$ cat src/rtl/smb_ptr_pkg.sv
package smb_ptr_pkg;

    localparam int BYTE_W    = 8;
    localparam int ADDR_W    = 7;
    localparam int BIT_CNT_W = $clog2(BYTE_W);
    localparam logic [BIT_CNT_W-1:0] LAST_BIT = BIT_CNT_W'(BYTE_W - 1);

    // Bus-level engine states
    typedef enum logic [2:0] {
        ST_IDLE,
        ST_ADDR,
        ST_ACK_ADDR,
        ST_WR,
        ST_ACK_WR,
        ST_RD,
        ST_SKIP
    } bus_state_e;

    // Decoded line events, one cycle each
    typedef struct packed {
        logic start;
        logic stop;
        logic scl_rise;
        logic scl_fall;
        logic sda;
    } bus_evt_t;

endpackage

$ cat src/rtl/smb_bus_sampler.sv
module smb_bus_sampler
    import smb_ptr_pkg::*;
#(
    parameter int SYNC_STAGES = 2
) (
    input  logic     clk,
    input  logic     rst_n,
    input  logic     scl_in,
    input  logic     sda_in,
    output bus_evt_t evt
);

    typedef struct packed {
        logic [SYNC_STAGES-1:0] scl_s;
        logic [SYNC_STAGES-1:0] sda_s;
        logic                   scl_p;
        logic                   sda_p;
    } samp_t;

    samp_t samp_q, samp_d;
    logic  scl_now;
    logic  sda_now;

    assign scl_now = samp_q.scl_s[SYNC_STAGES-1];
    assign sda_now = samp_q.sda_s[SYNC_STAGES-1];

    always_comb begin
        samp_d       = samp_q;
        samp_d.scl_s = {samp_q.scl_s[SYNC_STAGES-2:0], scl_in};
        samp_d.sda_s = {samp_q.sda_s[SYNC_STAGES-2:0], sda_in};
        samp_d.scl_p = scl_now;
        samp_d.sda_p = sda_now;
    end

    always_ff @(posedge clk or negedge rst_n) begin
        if (!rst_n) samp_q <= '1;   // idle bus reads high
        else        samp_q <= samp_d;
    end

    always_comb begin
        evt.scl_rise = scl_now & ~samp_q.scl_p;
        evt.scl_fall = ~scl_now & samp_q.scl_p;
        evt.start    = scl_now & samp_q.scl_p & samp_q.sda_p & ~sda_now;
        evt.stop     = scl_now & samp_q.scl_p & ~samp_q.sda_p & sda_now;
        evt.sda      = sda_now;
    end

endmodule

$ cat src/rtl/smb_frame_ctrl.sv
module smb_frame_ctrl
    import smb_ptr_pkg::*;
(
    input  logic              clk,
    input  logic              rst_n,
    input  bus_evt_t          evt,
    input  logic [ADDR_W-1:0] dev_addr,
    input  logic [BYTE_W-1:0] rd_data,
    output logic              sda_pull,
    output logic [BYTE_W-1:0] ptr,
    output logic              dwr,
    output logic [BYTE_W-1:0] dbyte
);

    typedef struct packed {
        bus_state_e           st;
        logic [BYTE_W-1:0]    sh;
        logic [BIT_CNT_W-1:0] cnt;
        logic                 full;
        logic                 rw;
        logic [1:0]           nbytes;
        logic [BYTE_W-1:0]    ptr;
        logic                 pull;
        logic                 dwr;
        logic [BYTE_W-1:0]    dbyte;
    } ctl_t;

    ctl_t ctl_q, ctl_d;

    always_comb begin
        ctl_d     = ctl_q;
        ctl_d.dwr = 1'b0;
        if (evt.start) begin
            ctl_d.st   = ST_ADDR;
            ctl_d.cnt  = '0;
            ctl_d.full = 1'b0;
            ctl_d.pull = 1'b0;
        end else if (evt.stop) begin
            ctl_d.st   = ST_IDLE;
            ctl_d.full = 1'b0;
            ctl_d.pull = 1'b0;
        end else begin
            unique case (ctl_q.st)
                ST_ADDR, ST_WR: begin
                    if (evt.scl_rise) begin
                        ctl_d.sh  = {ctl_q.sh[BYTE_W-2:0], evt.sda};
                        ctl_d.cnt = ctl_q.cnt + 1'b1;
                        if (ctl_q.cnt == LAST_BIT) ctl_d.full = 1'b1;
                    end else if (evt.scl_fall && ctl_q.full) begin
                        ctl_d.full = 1'b0;
                        if (ctl_q.st == ST_ADDR) begin
                            if (ctl_q.sh[BYTE_W-1:1] == dev_addr) begin
                                ctl_d.st   = ST_ACK_ADDR;
                                ctl_d.pull = 1'b1;
                                ctl_d.rw   = ctl_q.sh[0];
                            end else begin
                                ctl_d.st = ST_SKIP;
                            end
                        end else if (ctl_q.nbytes == 2'd0) begin
                            ctl_d.ptr    = ctl_q.sh;
                            ctl_d.nbytes = 2'd1;
                            ctl_d.pull   = 1'b1;
                            ctl_d.st     = ST_ACK_WR;
                        end else if (ctl_q.nbytes == 2'd1) begin
                            ctl_d.dwr    = 1'b1;
                            ctl_d.dbyte  = ctl_q.sh;
                            ctl_d.nbytes = 2'd2;
                            ctl_d.pull   = 1'b1;
                            ctl_d.st     = ST_ACK_WR;
                        end else begin
                            ctl_d.st = ST_SKIP;
                        end
                    end
                end
                ST_ACK_ADDR: begin
                    if (evt.scl_fall) begin
                        ctl_d.cnt = '0;
                        if (ctl_q.rw) begin
                            ctl_d.st   = ST_RD;
                            ctl_d.sh   = rd_data;
                            ctl_d.pull = ~rd_data[BYTE_W-1];
                        end else begin
                            ctl_d.st     = ST_WR;
                            ctl_d.pull   = 1'b0;
                            ctl_d.nbytes = 2'd0;
                        end
                    end
                end
                ST_ACK_WR: begin
                    if (evt.scl_fall) begin
                        ctl_d.pull = 1'b0;
                        ctl_d.cnt  = '0;
                        ctl_d.st   = ST_WR;
                    end
                end
                ST_RD: begin
                    if (evt.scl_fall) begin
                        if (ctl_q.cnt == LAST_BIT) begin
                            ctl_d.st   = ST_SKIP;
                            ctl_d.pull = 1'b0;
                        end else begin
                            ctl_d.sh   = {ctl_q.sh[BYTE_W-2:0], 1'b0};
                            ctl_d.pull = ~ctl_q.sh[BYTE_W-2];
                            ctl_d.cnt  = ctl_q.cnt + 1'b1;
                        end
                    end
                end
                default: ctl_d.pull = 1'b0;   // idle and skip never drive
            endcase
        end
    end

    always_ff @(posedge clk or negedge rst_n) begin
        if (!rst_n) begin
            ctl_q    <= '0;
            ctl_q.st <= ST_IDLE;
        end else begin
            ctl_q <= ctl_d;
        end
    end

    assign sda_pull = ctl_q.pull;
    assign ptr      = ctl_q.ptr;
    assign dwr      = ctl_q.dwr;
    assign dbyte    = ctl_q.dbyte;

    // address acknowledge only after a matching address byte
    a_r2_ack_on_match: assert property (@(posedge clk) disable iff (!rst_n)
        (ctl_q.st == ST_ACK_ADDR && $past(ctl_q.st) == ST_ADDR)
            |-> (ctl_q.sh[BYTE_W-1:1] == dev_addr && sda_pull));

    // a start always restarts address reception, bus released
    a_r10_start_restarts: assert property (@(posedge clk) disable iff (!rst_n)
        evt.start |=> (ctl_q.st == ST_ADDR && !sda_pull));

    // a stop always returns to idle with SDA released
    a_r11_stop_idles: assert property (@(posedge clk) disable iff (!rst_n)
        evt.stop |=> (ctl_q.st == ST_IDLE && !sda_pull));

    // skipping slave never drives the bus
    a_r8_skip_released: assert property (@(posedge clk) disable iff (!rst_n)
        (ctl_q.st == ST_SKIP || ctl_q.st == ST_IDLE) |-> !sda_pull);

    // at most one data store request per byte boundary
    a_r9_dwr_single: assert property (@(posedge clk) disable iff (!rst_n)
        dwr |=> !dwr);

endmodule

$ cat src/rtl/smb_reg_file.sv
module smb_reg_file
    import smb_ptr_pkg::*;
#(
    parameter int              N_REGS    = 4,
    parameter logic [BYTE_W-1:0] RD_BASE   = 8'h00,
    parameter logic [BYTE_W-1:0] WR_BASE   = 8'h08,
    parameter logic [BYTE_W-1:0] TRIG_ADDR = 8'h0F,
    localparam int             IDX_W     = (N_REGS > 1) ? $clog2(N_REGS) : 1
) (
    input  logic              clk,
    input  logic              rst_n,
    input  logic [BYTE_W-1:0] ptr,
    input  logic              dwr,
    input  logic [BYTE_W-1:0] dbyte,
    output logic [BYTE_W-1:0] rd_data,
    output logic              wr_stb,
    output logic [IDX_W-1:0]  wr_idx,
    output logic [BYTE_W-1:0] wr_data,
    output logic              trig_pulse
);

    logic [N_REGS-1:0] wr_hit;
    logic [N_REGS-1:0] rd_hit;

    for (genvar g = 0; g < N_REGS; g++) begin : g_decode
        assign wr_hit[g] = (ptr == BYTE_W'(WR_BASE + g));
        assign rd_hit[g] = (ptr == BYTE_W'(RD_BASE + g));
    end

    typedef struct packed {
        logic [N_REGS-1:0][BYTE_W-1:0] regs;
        logic                          stb;
        logic [IDX_W-1:0]              idx;
        logic [BYTE_W-1:0]             data;
        logic                          trig;
    } rf_t;

    rf_t rf_q, rf_d;

    always_comb begin
        rf_d      = rf_q;
        rf_d.stb  = 1'b0;
        rf_d.trig = 1'b0;
        if (dwr) begin
            if (ptr == TRIG_ADDR) begin
                rf_d.trig = 1'b1;
            end else begin
                for (int i = 0; i < N_REGS; i++) begin
                    if (wr_hit[i]) begin
                        rf_d.regs[i] = dbyte;
                        rf_d.stb     = 1'b1;
                        rf_d.idx     = IDX_W'(i);
                        rf_d.data    = dbyte;
                    end
                end
            end
        end
    end

    always_ff @(posedge clk or negedge rst_n) begin
        if (!rst_n) rf_q <= '0;
        else        rf_q <= rf_d;
    end

    always_comb begin
        rd_data = '1;   // unmapped read pointer
        for (int i = 0; i < N_REGS; i++) begin
            if (rd_hit[i]) rd_data = rf_q.regs[i];
        end
    end

    assign wr_stb     = rf_q.stb;
    assign wr_idx     = rf_q.idx;
    assign wr_data    = rf_q.data;
    assign trig_pulse = rf_q.trig;

    // write strobe lasts a single cycle
    a_r4_stb_single: assert property (@(posedge clk) disable iff (!rst_n)
        wr_stb |=> !wr_stb);

    // trigger never coincides with a register store
    a_r7_trig_alone: assert property (@(posedge clk) disable iff (!rst_n)
        trig_pulse |-> !wr_stb);

    // register contents change only together with a strobe
    a_r6_store_needs_stb: assert property (@(posedge clk) disable iff (!rst_n)
        (rf_q.regs != $past(rf_q.regs)) |-> wr_stb);

endmodule

$ cat src/rtl/smb_ptr_slave.sv
module smb_ptr_slave
    import smb_ptr_pkg::*;
#(
    parameter int                N_REGS      = 4,
    parameter logic [BYTE_W-1:0] RD_BASE     = 8'h00,
    parameter logic [BYTE_W-1:0] WR_BASE     = 8'h08,
    parameter logic [BYTE_W-1:0] TRIG_ADDR   = 8'h0F,
    parameter int                SYNC_STAGES = 2,
    localparam int               IDX_W       = (N_REGS > 1) ? $clog2(N_REGS) : 1
) (
    input  logic              clk,
    input  logic              rst_n,
    input  logic              scl_in,
    input  logic              sda_in,
    input  logic [ADDR_W-1:0] dev_addr,
    output logic              sda_pull,
    output logic              wr_stb,
    output logic [IDX_W-1:0]  wr_idx,
    output logic [BYTE_W-1:0] wr_data,
    output logic              trig_pulse
);

    bus_evt_t          evt;
    logic [BYTE_W-1:0] ptr;
    logic [BYTE_W-1:0] rd_data;
    logic              dwr;
    logic [BYTE_W-1:0] dbyte;

    smb_bus_sampler #(
        .SYNC_STAGES (SYNC_STAGES)
    ) u_sampler (
        .clk    (clk),
        .rst_n  (rst_n),
        .scl_in (scl_in),
        .sda_in (sda_in),
        .evt    (evt)
    );

    smb_frame_ctrl u_frame (
        .clk      (clk),
        .rst_n    (rst_n),
        .evt      (evt),
        .dev_addr (dev_addr),
        .rd_data  (rd_data),
        .sda_pull (sda_pull),
        .ptr      (ptr),
        .dwr      (dwr),
        .dbyte    (dbyte)
    );

    smb_reg_file #(
        .N_REGS    (N_REGS),
        .RD_BASE   (RD_BASE),
        .WR_BASE   (WR_BASE),
        .TRIG_ADDR (TRIG_ADDR)
    ) u_regs (
        .clk        (clk),
        .rst_n      (rst_n),
        .ptr        (ptr),
        .dwr        (dwr),
        .dbyte      (dbyte),
        .rd_data    (rd_data),
        .wr_stb     (wr_stb),
        .wr_idx     (wr_idx),
        .wr_data    (wr_data),
        .trig_pulse (trig_pulse)
    );

endmodule

$ cat config.mk
export PLATFORM = sky130hd
export DESIGN_NAME = smb_ptr_slave
export DESIGN_NICKNAME = d
export VERILOG_FILES = /design/src/rtl/smb_ptr_pkg.sv /design/src/rtl/smb_bus_sampler.sv /design/src/rtl/smb_frame_ctrl.sv /design/src/rtl/smb_reg_file.sv /design/src/rtl/smb_ptr_slave.sv
export SDC_FILE = /design/constraint.sdc
export NUM_CORES = 1
export LEC_CHECK = 0
export BUFFER_PORTS_ARGS = -buffer_cell sky130_fd_sc_hd__buf_2
export CORE_AREA = 2 2 125 66
export CTS_CLUSTER_DIAMETER = 120
export CTS_CLUSTER_SIZE = 40
export DETAILED_ROUTE_END_ITERATION = 8
export DIE_AREA = 0 0 127 68
export GPL_TIMING_DRIVEN = 0
export PLACE_DENSITY = 0.84
export SLEW_MARGIN = 20
export SYNTH_ARGS = -nofsm -noshare
export SYNTH_HDL_FRONTEND = slang
export SYNTH_SLANG_ARGS = --single-unit
$ cat constraint.sdc
create_clock -name clk -period 4.8 [get_ports clk]
set_clock_uncertainty 0.15 [all_clocks]
set_input_delay 0.96 -clock clk [delete_from_list [all_inputs] [get_ports clk]]
set_output_delay 0.96 -clock clk [all_outputs]
set_load 0.03 [all_outputs]
# Yosys cells after proc, flatten, opt, wreduce, memory -nomap -nowiden

Index checks and enable logic that the tools add are counted.
W data, S select, Z words.

Word-level logic and storage cells: 181
Register bits: 86

Reductions and logical operators: 25
Bitwise operators: 19
Equality and inequality tests: 42
Multiplexer cells: 72
Add/sub/neg operators: 1

Operators by type and width:

| cell                 | number |
|---|---|
| $mux W10             | 9 |
| $mux W11             | 7 |
| $mux W8              | 6 |
| $mux W9              | 5 |
| $eq A8 B4 Y1 const B | 5 |
| $reduce_and A7 Y1    | 5 |
| $mux W3              | 11 |
| $mux W14             | 2 |
| $pmux W3 S4          | 2 |
| $pmux W8 S3          | 1 |
| $mux W22             | 1 |
| $mux W21             | 1 |
| $ne A4 B3 Y1 const B | 5 |
| $reduce_and A3 Y1    | 6 |
| $eq A8 B2 Y1 const B | 2 |
| $mux W1              | 16 |
| $reduce_and A8 Y1    | 2 |
| $mux W2              | 7 |
| $mux W12             | 1 |
| $not A1 Y1           | 12 |
| $ne A2 B1 Y1 const B | 5 |
| $ne A2 B2 Y1 const B | 5 |
| $eq A3 B3 Y1 const B | 3 |
| $ne A3 B2 Y1 const B | 3 |
| 27 further kinds     | 37 |

# Longest topological paths before layout

Gate-level depths: netlist (run 1).

Depth in word-level cells: 16
Depth in mapped cells: 7
Mapped depth without buffers: 7

# Hierarchy

From an unflattened synthesis (run 1), not the netlist that was laid out.

Cell total of the unflattened synthesis: 361
Area, all modules: 4409.2 µm²

By module, submodules not included:

| module          | cells each | seq. area each (µm²) | times used | area each (µm²) |
|---|---|---|---|---|
| smb_frame_ctrl  | 220        | 900.9                | 1          | 2148.3 |
| smb_reg_file    | 130        | 1101.1               | 1          | 2063.2 |
| smb_bus_sampler | 11         | 157.7                | 1          | 197.7 |

# Worst setup path after synthesis (run 1)

No wires, ideal clock.

Kind: input to register
Start: in dev_addr[6]
End: reg u_frame.ctl_q[20] (netlist bit)
Buffers on the path: 0
Slack: 2.593 ns
Setup time: 0.125 ns
Arrival time: 1.933 ns
Stages: 5
Data required time: 4.525 ns
Cell sequence: xor2_1 > nor4_1 > nand4_1 > nor2_1 > mux2_2

Longest elaborated chain between the ends: 2

RTL lines:

| what                        | RTL line              | source |
|---|---|---|
| start: declaration          | smb_ptr_slave.sv:15   | `input logic [ADDR_W-1:0] dev_addr,` |
| $eq A7 B7 Y1                | smb_frame_ctrl.sv:52  | `if (ctl_q.sh[BYTE_W-1:1] == dev_addr) begin` |
| $reduce_and A7 Y1 (no line) | n/a                   |  |
| end signal: assignment      | smb_frame_ctrl.sv:118 | `ctl_q <= ctl_d;` |
| end: declaration            | smb_frame_ctrl.sv:28  | `ctl_t ctl_q, ctl_d;` |

No other way between the ends.
A chain may end at the register's enable or synchronous reset.

# Final worst setup path (run 1)

Start: reg u_frame.ctl_q[33] (netlist bit)
End: reg u_frame.ctl_q (netlist bit u_frame.sda_pull)

Longest elaborated chain between the ends: 7

RTL lines:

| what         | RTL line                                   | source |
|---|---|---|
| $eq A3 B1 Y1 | smb_frame_ctrl.sv:43, smb_frame_ctrl.sv:51 |  |
| $mux W1      | smb_frame_ctrl.sv:51                       | `if (ctl_q.st == ST_ADDR) begin` |
| $mux W22     | smb_frame_ctrl.sv:49                       | `end else if (evt.scl_fall && ctl_q.full) begin` |
| $mux W21     | smb_frame_ctrl.sv:45                       | `if (evt.scl_rise) begin` |
| $pmux W1 S4  | smb_frame_ctrl.sv:43                       | `unique case (ctl_q.st)` |
| $mux W1      | smb_frame_ctrl.sv:38                       | `end else if (evt.stop) begin` |
| $mux W1      | smb_frame_ctrl.sv:33                       | `if (evt.start) begin` |

Several ways; a longest one is shown, not always the timed one. The select of a mux whose other input is x is not followed.

==> results of run 1 <==
==> layer usage <==
metal	global-route usage, %	part of all wire (%)	wire [um]
met1	33.5	50	4490
met3	10.4	8.0	717
met5	0	0	0
met2	30.8	41	3720
met4	5.77	0.65	58
==> flip-flops by register name, summed over array words and instances, names as in the netlist <==
signal             count
u_frame.ctl_q         18
u_frame.dbyte          8
u_frame.dwr            1
u_frame.ptr            8
u_frame.sda_pull       1
u_regs.rf_q           32
u_regs.trig_pulse      1
u_regs.wr_data         8
u_regs.wr_idx          2
u_regs.wr_stb          1
u_sampler.evt          1
u_sampler.samp_d       3
u_sampler.samp_q       2
==> through the flow <==
stage	setup WS [ns]	instance area [um2]	std cells	power [W]	utilization [%]
after floorplan	2.59	4120	308	0.00136	-
after global routing	2.10	4670	448	0.00231	61.0
final	2.32	4670	448	0.00220	61.0
after detailed placement	2.27	4390	432	0.00153	57.3
after CTS	2.38	4670	448	0.00220	61.0
after global placement	1.92	4360	431	0.00151	56.9
==> final cells by class <==
cell class              instances  area (um2)
plain buffers                  22         145
flip-flops and latches         86        2160
well taps                     100         125
inverters                      10        37.5
repair buffers                 24         145
fillers                       605        2990
multi-input cells             190        1770
clock inverters                 1        5.00
clock buffers                  15         278
==> power by group <==
part | switching (W) | total (W) | internal, W
Clock | 0.000268 | 0.000661 | 0.000393
Combinational | 0.000357 | 0.000624 | 0.000267
Sequential | 0.000106 | 0.000917 | 0.000811
==> worst min-delay path by stage <==
| stage | to | cells past startpoint | from | slack [ns] |
|---|---|---|---|---|
| floorplan | u_sampler.evt[0]$_DFF_PN1_ | 0 | u_sampler.samp_d[3]$_DFF_PN1_ | 0.20 |
| global placement | u_sampler.evt[0]$_DFF_PN1_ | 0 | u_sampler.samp_d[3]$_DFF_PN1_ | 0.20 |
| detailed placement | u_sampler.samp_d[1]$_DFF_PN1_ | 0 | u_sampler.samp_d[5]$_DFF_PN1_ | 0.20 |
| CTS | u_sampler.samp_d[1]$_DFF_PN1_ | 0 | u_sampler.samp_d[5]$_DFF_PN1_ | 0.21 |
| global route | u_sampler.evt[0]$_DFF_PN1_ | 0 | u_sampler.samp_d[3]$_DFF_PN1_ | 0.21 |
| finish | u_sampler.samp_d[1]$_DFF_PN1_ | 0 | u_sampler.samp_d[5]$_DFF_PN1_ | 0.21 |
==> logic make-up (layout without fill, tap and decap cells) <==
family,after synthesis,after routing,share of synthesized area (%)
flip-flops,86,86,52.5
multiplexers,77,77,23.7
AND/OR/NAND/NOR,57,57,9.03
AO/OA/AOI/OAI,46,46,8.02
buffers and inverters,32,72,4.44
XOR/XNOR,8,8,1.70
adder cells (fa/ha/maj),2,2,0.608
==> worst max-delay path: stages (launching register included) <==
cell      delay (ns)
dfrtp_1         0.36
buf_4           0.17
nor3b_2         0.73
nand3_2         0.40
nor3b_1         0.29
o211ai_1        0.12
mux2i_1         0.17
==> placed cells by master, fill, tap and decap left out, types with 4 or more instances in the layout <==
master,netlist,routed
inv_1,9,9
buf_4,11,12
clkbuf_1,4,7
nor2_1,12,12
a211oi_1,4,4
o22ai_1,7,7
a21oi_1,8,8
dfstp_2,6,6
xor2_1,6,6
nand2b_1,4,4
o21ai_0,5,5
mux2_2,52,52
mux2_4,8,8
mux4_2,8,8
dfrtp_1,80,80
mux2i_1,8,8
nand2_1,12,12
clkbuf_16,0,9
buf_2,5,27
==> impl_metrics.ini, run 1 <==
[logic_synthesis]
synth_area_um2 = 4120
yosysTopAreaCell = dfrtp_1
synthFlopType = dfrtp_1
synth_area_per_cell_um2 = 13.4
ys_seq_elements = 86
synth_commonest_cells = 80 x dfrtp_1, 52 x mux2_2, 12 x nand2_1, 12 x nor2_1, 11 x buf_4
yosysMostFrequentCell = dfrtp_1
synth.top_cell.area_share_pct = 48.6
synthesis.nets = 321
synth_edf_count = 0
ys.warnings.count = 0
ys_types = 60
ys_async_sr_fraction_pct = 100
synth.area.top_cells = dfrtp_1 49%, mux2_2 14%, mux4_2 4.4%, dfstp_2 3.8%, mux2_4 2.9%
synth_seq_area_share_pct = 52.5
syn_inst = 308

[floorplanning]
fp.coreArea_um2 = 7650
die_x_um = 127
num_io_pins = 24
fp.dieH_um = 68
start_util_pct = 53.8
num_rows = 23
die_area_um2 = 8640

[timing]
rsz0062_at_grt = no
fin_crit_sh_pct = 51.6
hold_viol_final = 0
setup_viol = 0
fmax_mhz = 404
finalSetupTns_ns = 0
relSlewSlack_pct = 42.2
tightest_slew_ns = 0.863
layout_min_cycle_time_ns = 2.48
hold_slack_ns = 0.207
drv_slew = 0

[global_routing]
grt_pass1_wl_mm = 14.4
grt-ovfl-total = 0
grt_util_all_layers_pct = 23.0
grt_pass1_vias = 2490
antenna_found_initial = 0
grt_max_degree = 52

[drt]
drc = 0
drtPass1Iterations = 5
drt_wl_total_mm = 8.99
wire_per_inst_um = 20.1
drt-initial-drc-count = 232
ant_nets = 0
via_per_inst = 5.95
vias = 2666

[setup_path]
cp_data_arrival_time_ns = 2.59
start_kind = register
critical_path_class = reg2reg
reg2reg_depth = 6
reg2reg_slack_ns = 2.32
r2r_start = u_frame.ctl_q[33]$_DFFE_PN0P_
cp_max_fo = 10
worstReg2RegEnd = u_frame.sda_pull$_DFFE_PN0P_
critPathRequiredTime_ns = 4.91
cp-startpoint = u_frame.ctl_q[33]$_DFFE_PN0P_
end_kind = register
cp-endpoint = u_frame.sda_pull$_DFFE_PN0P_

[clocking]
post_cts_resize_count = 0
clock_sinks = 86
cts_tree = done
cts_setup_buffers = 0
cts_root_buffer = clkbuf_16
clk_pin_slew_worst_paths_ns = 0.06
cts_buffers = 9
htreeDepth = 3
clk_latency_ns = 0.34
holdBufCountCts = 0
clk_path_buf_depth = 2

[cells_and_area]
nNetsFinal = 356
num_antenna_cells = 0
syn_to_final_growth_pct = 13.4
drive_gt1_share_pct = 40.8

[place]
finalWeightedCongestion = 0.993
hpwl_mm = 6.41
port_buffers = 23

[power]
p_per_area_nw_per_um2 = 472
p_leak_nw = 2.29
vdd_ir_drop_max_mv = 0.210

[worst_hold_path]
hp-class = reg2reg

[run]
drv_cap = 0

[status]
status = finished, final reports clean
(Power assumes the default switching activity.)
==> run 2, diff against run 1 <==
--- a/config.mk
+++ b/config.mk
@@ -6,13 +6,13 @@
 export NUM_CORES = 1
 export LEC_CHECK = 0
 export BUFFER_PORTS_ARGS = -buffer_cell sky130_fd_sc_hd__buf_2
-export CORE_AREA = 2 2 125 66
+export CORE_AREA = 2 2 126 67
 export CTS_CLUSTER_DIAMETER = 120
 export CTS_CLUSTER_SIZE = 40
 export DETAILED_ROUTE_END_ITERATION = 8
-export DIE_AREA = 0 0 127 68
+export DIE_AREA = 0 0 128 69
 export GPL_TIMING_DRIVEN = 0
-export PLACE_DENSITY = 0.84
+export PLACE_DENSITY = 0.85
 export SLEW_MARGIN = 20
 export SYNTH_ARGS = -nofsm -noshare
 export SYNTH_HDL_FRONTEND = slang
==> constraint.sdc (replaced) <==
create_clock -name clk -period 2.2 [get_ports clk]
set_clock_uncertainty 0.15 [all_clocks]
set_input_delay 0.44 -clock clk [delete_from_list [all_inputs] [get_ports clk]]
set_output_delay 0.44 -clock clk [all_outputs]
set_load 0.03 [all_outputs]
==> run 2 against run 1 <==
Net effect:
- count of clock-buffer cells in the layout fell by 3
- highest routed layer unchanged
- critical endpoint is now u_regs.rf_q[19]$_DFFE_PN0P_
- clock power is 110% higher
- combinational power grew to 2.5 times the previous value
- sequential share of layout area down 2.7 points
- non-clock buffer count up 23
- core utilization up 3.4 points
==> impl_metrics.ini, run 2 (synthesized netlist as in run 1, its figures left out) <==
[status]
status = finished, final reports clean

[clocking]
clk_pin_slew_worst_paths_ns = 0.06
cts_root_buffer = clkbuf_16
clk_latency_ns = 0.34
clock_sinks = 86
cts_tree = done
clk_path_buf_depth = 2
htreeDepth = 3
cts_buffers = 9

[place]
hpwl_mm = 6.43
placed_cells = 432
finalWeightedCongestion = 0.948
placed_area_um2 = 4390
port_buffers = 23

[cells_and_area]
top_register = u_regs.rf_q
drive_gt1_share_pct = 47.4
nNetsFinal = 379
num_antenna_cells = 0
final_cells = 471
fin_area_um2 = 4960
syn_to_final_growth_pct = 20.6
largest_reg_flops = 32
utilization_pct = 64.4
top_regs = u_regs.rf_q: 32 flops, u_frame.ctl_q: 18 flops
final_common_cell = dfrtp_1
final_cell_mix = 79 x dfrtp_1, 51 x mux2_2, 34 x buf_4, 23 x buf_2, 12 x nand2_1

[worst_hold_path]
min_from = scl_in
min_path_cells = 1
hold_path_end = u_sampler.samp_d[5]$_DFF_PN1_
hp-class = in2reg

[setup_path]
end_kind = register
critPathRequiredTime_ns = 2.27
critical_path_class = reg2reg
start_kind = register
r2r_start = u_frame.ptr[6]$_DFFE_PN0P_
reg2reg_depth = 5
reg2reg_slack_ns = 0.01
cp_data_arrival_time_ns = 2.26
worstReg2RegEnd = u_regs.rf_q[19]$_DFFE_PN0P_
cp_max_fo = 8

[power]
vdd_ir_drop_max_mv = 0.450
p_leak_nw = 2.42
p_per_area_nw_per_um2 = 1010

[timing]
relSlewSlack_pct = 59.7
tightest_slew_ns = 0.604
drv_slew = 0
hold_viol_final = 0
rsz0062_at_grt = yes
finalSetupTns_ns = 0
fin_crit_sh_pct = 99.5
fmax_mhz = 457
layout_min_cycle_time_ns = 2.19
setup_viol = 0

[global_routing]
grt_pass1_wl_mm = 15.5
grt_max_degree = 58
grt-ovfl-total = 0
antenna_found_initial = 0
grt_util_all_layers_pct = 23.6
grt_pass1_vias = 2905

[drt]
drt_wl_total_mm = 9.64
vias = 2775
ant_nets = 0
drt-initial-drc-count = 193
drtPass1Iterations = 5
via_per_inst = 5.89
wire_per_inst_um = 20.5
drc = 0

[run]
drv_cap = 0

[floorplanning]
num_rows = 23
die_x_um = 128
fp.coreArea_um2 = 7710
start_util_pct = 53.4
num_io_pins = 24
die_area_um2 = 8830
fp.dieH_um = 69
## run 2: changes by cell type in the layout (fill, tap and decap cells not counted), sizes merged
| cell | before | now |
|---|---|---|
| buf | 42 | 64 |
| clkbuf | 19 | 16 |
| clkinv | 2 | 5 |
| dlygate4sd3 | 0 | 1 |
## run 2: routing by layer
metal | routed length, um | up-vias | GRT usage, %
met5 | 0 | - | 0
met3 | 951 | 16 | 10.5
met1 | 4430 | 1402 | 33.1
met2 | 4110 | 129 | 33.4
li1 | - | 1228 | -
met4 | 144 | 0 | 6.23
## run 2: stage by stage
step	hold slack, ns	total power [W]	setup slack (ns)
2_1_floorplan	-0.00559	0.00296	0.128
3_3_place_gp	0.196	0.00326	-0.167
3_5_place_dp	0.197	0.00334	-0.239
4_1_cts	0.0331	0.00478	0.00842
5_1_grt	0.0260	0.00525	-0.0535
6_report	0.0416	0.00499	0.0101
## run 2: where the power goes
part | switching (W) | internal [W]
clock network | 0.000601 | 0.000792
registers | 0.000263 | 0.00177
logic | 0.000829 | 0.000736
total | 0.00169 | 0.00330
## run 2: worst max-delay path, stage by stage, from the launching register on
cell	delay (ns)
dfrtp_1	0.41
nor4_4	0.40
nand3_4	0.19
or4_4	0.46
buf_8	0.17
mux2_4	0.30
## run 2: final cells by class
| class | instances | area, um2 |
|---|---|---|
| timing repair buffer | 48 | 335 |
| sequential | 86 | 2160 |
| fill | 581 | 2750 |
| inverter | 10 | 37.5 |
| buffer | 21 | 163 |
| tap | 100 | 125 |
| clock buffer | 12 | 246 |
| clock inverter | 4 | 23.8 |
| multi-input combinational | 190 | 1870 |
## run 2: repair_timing
action                                  4_1_cts  5_1_grt
endpoints found under the setup margin       61       43
hold endpoints to repair                     25        0
gates resized for setup                      10       17
hold buffers                                  1        0
pin swaps                                     2        7
buffers inserted                              8       15
## run 2: how the worst max path moves through the flow
stage,startpoint,end
floorplan,u_sampler.evt[0]$_DFF_PN1_,u_frame.ptr[0]$_DFFE_PN0P_
detailed placement,u_frame.ptr[5]$_DFFE_PN0P_,u_regs.rf_q[35]$_DFFE_PN0P_
finish,u_frame.ptr[6]$_DFFE_PN0P_,u_regs.rf_q[19]$_DFFE_PN0P_
global route,u_frame.ptr[6]$_DFFE_PN0P_,u_regs.rf_q[15]$_DFFE_PN0P_
CTS,u_frame.ptr[5]$_DFFE_PN0P_,u_regs.rf_q[15]$_DFFE_PN0P_
global placement,u_frame.ptr[5]$_DFFE_PN0P_,u_regs.rf_q[28]$_DFFE_PN0P_
==> run 3, diff against run 2 <==
--- a/config.mk
+++ b/config.mk
@@ -6,13 +6,13 @@
 export NUM_CORES = 1
 export LEC_CHECK = 0
 export BUFFER_PORTS_ARGS = -buffer_cell sky130_fd_sc_hd__buf_2
-export CORE_AREA = 2 2 126 67
+export CORE_AREA = 2 2 147 77
 export CTS_CLUSTER_DIAMETER = 120
 export CTS_CLUSTER_SIZE = 40
 export DETAILED_ROUTE_END_ITERATION = 8
-export DIE_AREA = 0 0 128 69
+export DIE_AREA = 0 0 149 79
 export GPL_TIMING_DRIVEN = 0
-export PLACE_DENSITY = 0.85
+export PLACE_DENSITY = 0.69
 export SLEW_MARGIN = 20
 export SYNTH_ARGS = -nofsm -noshare
 export SYNTH_HDL_FRONTEND = slang
==> run 3 against run 2 <==
Net effect:
- the flow now finishes with violations (setup timing)
- core utilization shrank 18 points
- first-iteration DRC count grew 0.52%
- worst setup slack lost 0.018 ns
- wire length shrank 5.4%
- critical path depth is the same
- flip-flop and latch count is the same
- highest routed layer unchanged
==> impl_metrics.ini, run 3 (synthesized netlist as in run 1, its figures left out) <==
[cells_and_area]
syn_to_final_growth_pct = 20.3
num_antenna_cells = 0
drive_gt1_share_pct = 45.8
n_fill_cell = 980
top_regs = u_regs.rf_q: 32 flops, u_frame.ctl_q: 18 flops
final_cells = 505
final_cell_mix = 80 x dfrtp_1, 44 x mux2_2, 23 x buf_2, 22 x buf_4, 16 x mux2_4
nNetsFinal = 368
final_common_cell = dfrtp_1
largest_reg_flops = 32
top_register = u_regs.rf_q

[place]
port_buffers = 23
placed_cells = 477
finalWeightedCongestion = 0.897
pre_cts_slack_ns = -0.273
hpwl_mm = 6.09

[timing]
hold_viol_final = 0
fin_crit_sh_pct = 100
relSlewSlack_pct = 56.7
setup_viol = 1
layout_min_cycle_time_ns = 2.21
rsz0062_at_grt = yes
fmax_mhz = 453
finalWorstSetupSlack_ns = -0.00755
tightest_slew_ns = 0.649
drv_slew = 0

[drt]
drt_wl_total_mm = 9.12
ant_nets = 0
wire_per_inst_um = 18.1
drc = 0
drt-initial-drc-count = 194
via_per_inst = 5.22
drtPass1Iterations = 4
vias = 2637

[setup_path]
critical_path_class = reg2reg
cp_data_arrival_time_ns = 2.30
cpMaxStageDelayCell = dfstp_2
critPathRequiredTime_ns = 2.29
start_kind = register
reg2reg_slack_ns = -0.008
cp_max_fo = 8
max_stage_delay_ns = 0.57
end_kind = register
crit_chain = nor2b_2 > a211oi_1 > a31oi_1 > o211ai_4 > mux2_2

[worst_hold_path]
hp-class = in2reg

[clocking]
clk_path_buf_depth = 2
clk_pin_slew_worst_paths_ns = 0.07
cts_buffers = 9
cts_root_buffer = clkbuf_16
clock_sinks = 86
cts_tree = done
htreeDepth = 3
clk_latency_ns = 0.35

[status]
violations = setup timing
status = complete, but fails checks

[floorplanning]
die_x_um = 149
die_area_um2 = 11800
fp.coreArea_um2 = 10600
fp.dieH_um = 79
start_util_pct = 38.8
num_io_pins = 24
num_rows = 27

[global_routing]
grt_pass1_vias = 2704
grt-ovfl-total = 0
grt_max_degree = 59
grt_pass1_wl_mm = 14.8
grt_util_all_layers_pct = 16.9
antenna_found_initial = 0

[power]
p_per_area_nw_per_um2 = 988
p_leak_nw = 2.37
vdd_ir_drop_max_mv = 0.466

[run]
drv_cap = 0
[run 3: critical path, delay by kind of cell (launching register included)]
kind / cells / cell delay, ns
mux: 1 / 0.32
flops: 1 / 0.57
simple gates: 1 / 0.35
compound gates: 3 / 0.69
[run 3: final cells by class]
class | instances | area, um2 | share of cell area (%)
repair buffers | 37 | 253 | 5.10
well taps | 145 | 181 | 3.66
inverters | 10 | 37.5 | 0.758
plain buffers | 21 | 171 | 3.46
clock buffers | 9 | 225 | 4.55
multi-input cells | 190 | 1860 | 37.7
clock inverters | 7 | 58.8 | 1.19
flip-flops and latches | 86 | 2160 | 43.6
[run 3: worst paths after layout]
path,start,depth (start not counted),endpoint
worst min register to register,u_sampler.samp_d[5]$_DFF_PN1_,0,u_sampler.samp_d[1]$_DFF_PN1_
max in group asynchronous,rst_n,3,u_sampler.samp_d[1]$_DFF_PN1_
min in group asynchronous,rst_n,2,u_regs.rf_q[24]$_DFFE_PN0P_
worst max-delay path,u_sampler.samp_d[1]$_DFF_PN1_,5,u_frame.ctl_q[25]$_DFFE_PN0P_
worst max register to register,u_sampler.samp_d[1]$_DFF_PN1_,5,u_frame.ctl_q[25]$_DFFE_PN0P_
worst min-delay path,sda_in,1,u_sampler.samp_d[3]$_DFF_PN1_
[run 3: report_power, final]
group | switching [W] | internal (W) | total (W)
clock | 0.000687 | 0.000781 | 0.00147
combinational | 0.000773 | 0.000642 | 0.00142
sequential | 0.000241 | 0.00177 | 0.00201
total | 0.00170 | 0.00319 | 0.00489
[run 3: layer usage]
metal / routed length [um] / vias to the layer above / part of all wire [%] / global-route usage [%]
met5: 0 / - / 0 / 0
met1: 4560 / 1333 / 50 / 26.1
li1: - / 1210 / - / -
met2: 3840 / 85 / 42 / 22.5
met3: 626 / 9 / 6.9 / 5.00
met4: 91 / 0 / 1.0 / 5.14
[run 3: per-stage QoR]
| step | hold slack (ns) | util (%) | power [W] | TNS, ns | area, um2 |
|---|---|---|---|---|---|
| after floorplan | -0.00559 | - | 0.00296 | 0 | 4120 |
| after global placement | 0.197 | 41.6 | 0.00328 | -19.89 | 4410 |
| after detailed placement | 0.198 | 41.9 | 0.00331 | -6.92 | 4440 |
| after CTS | 0.0211 | 45.5 | 0.00484 | 0 | 4820 |
| after global routing | 0.0135 | 46.7 | 0.00517 | -1.34 | 4950 |
| final | 0.0330 | 46.7 | 0.00489 | -0.00755 | 4950 |
[run 3: timing repair]
action,CTS,global route
endpoints found under the setup margin,55,50
pin swaps,3,3
gates resized for setup,8,24
setup buffers,7,5
hold buffers,1,0
endpoints found under the hold margin,28,0
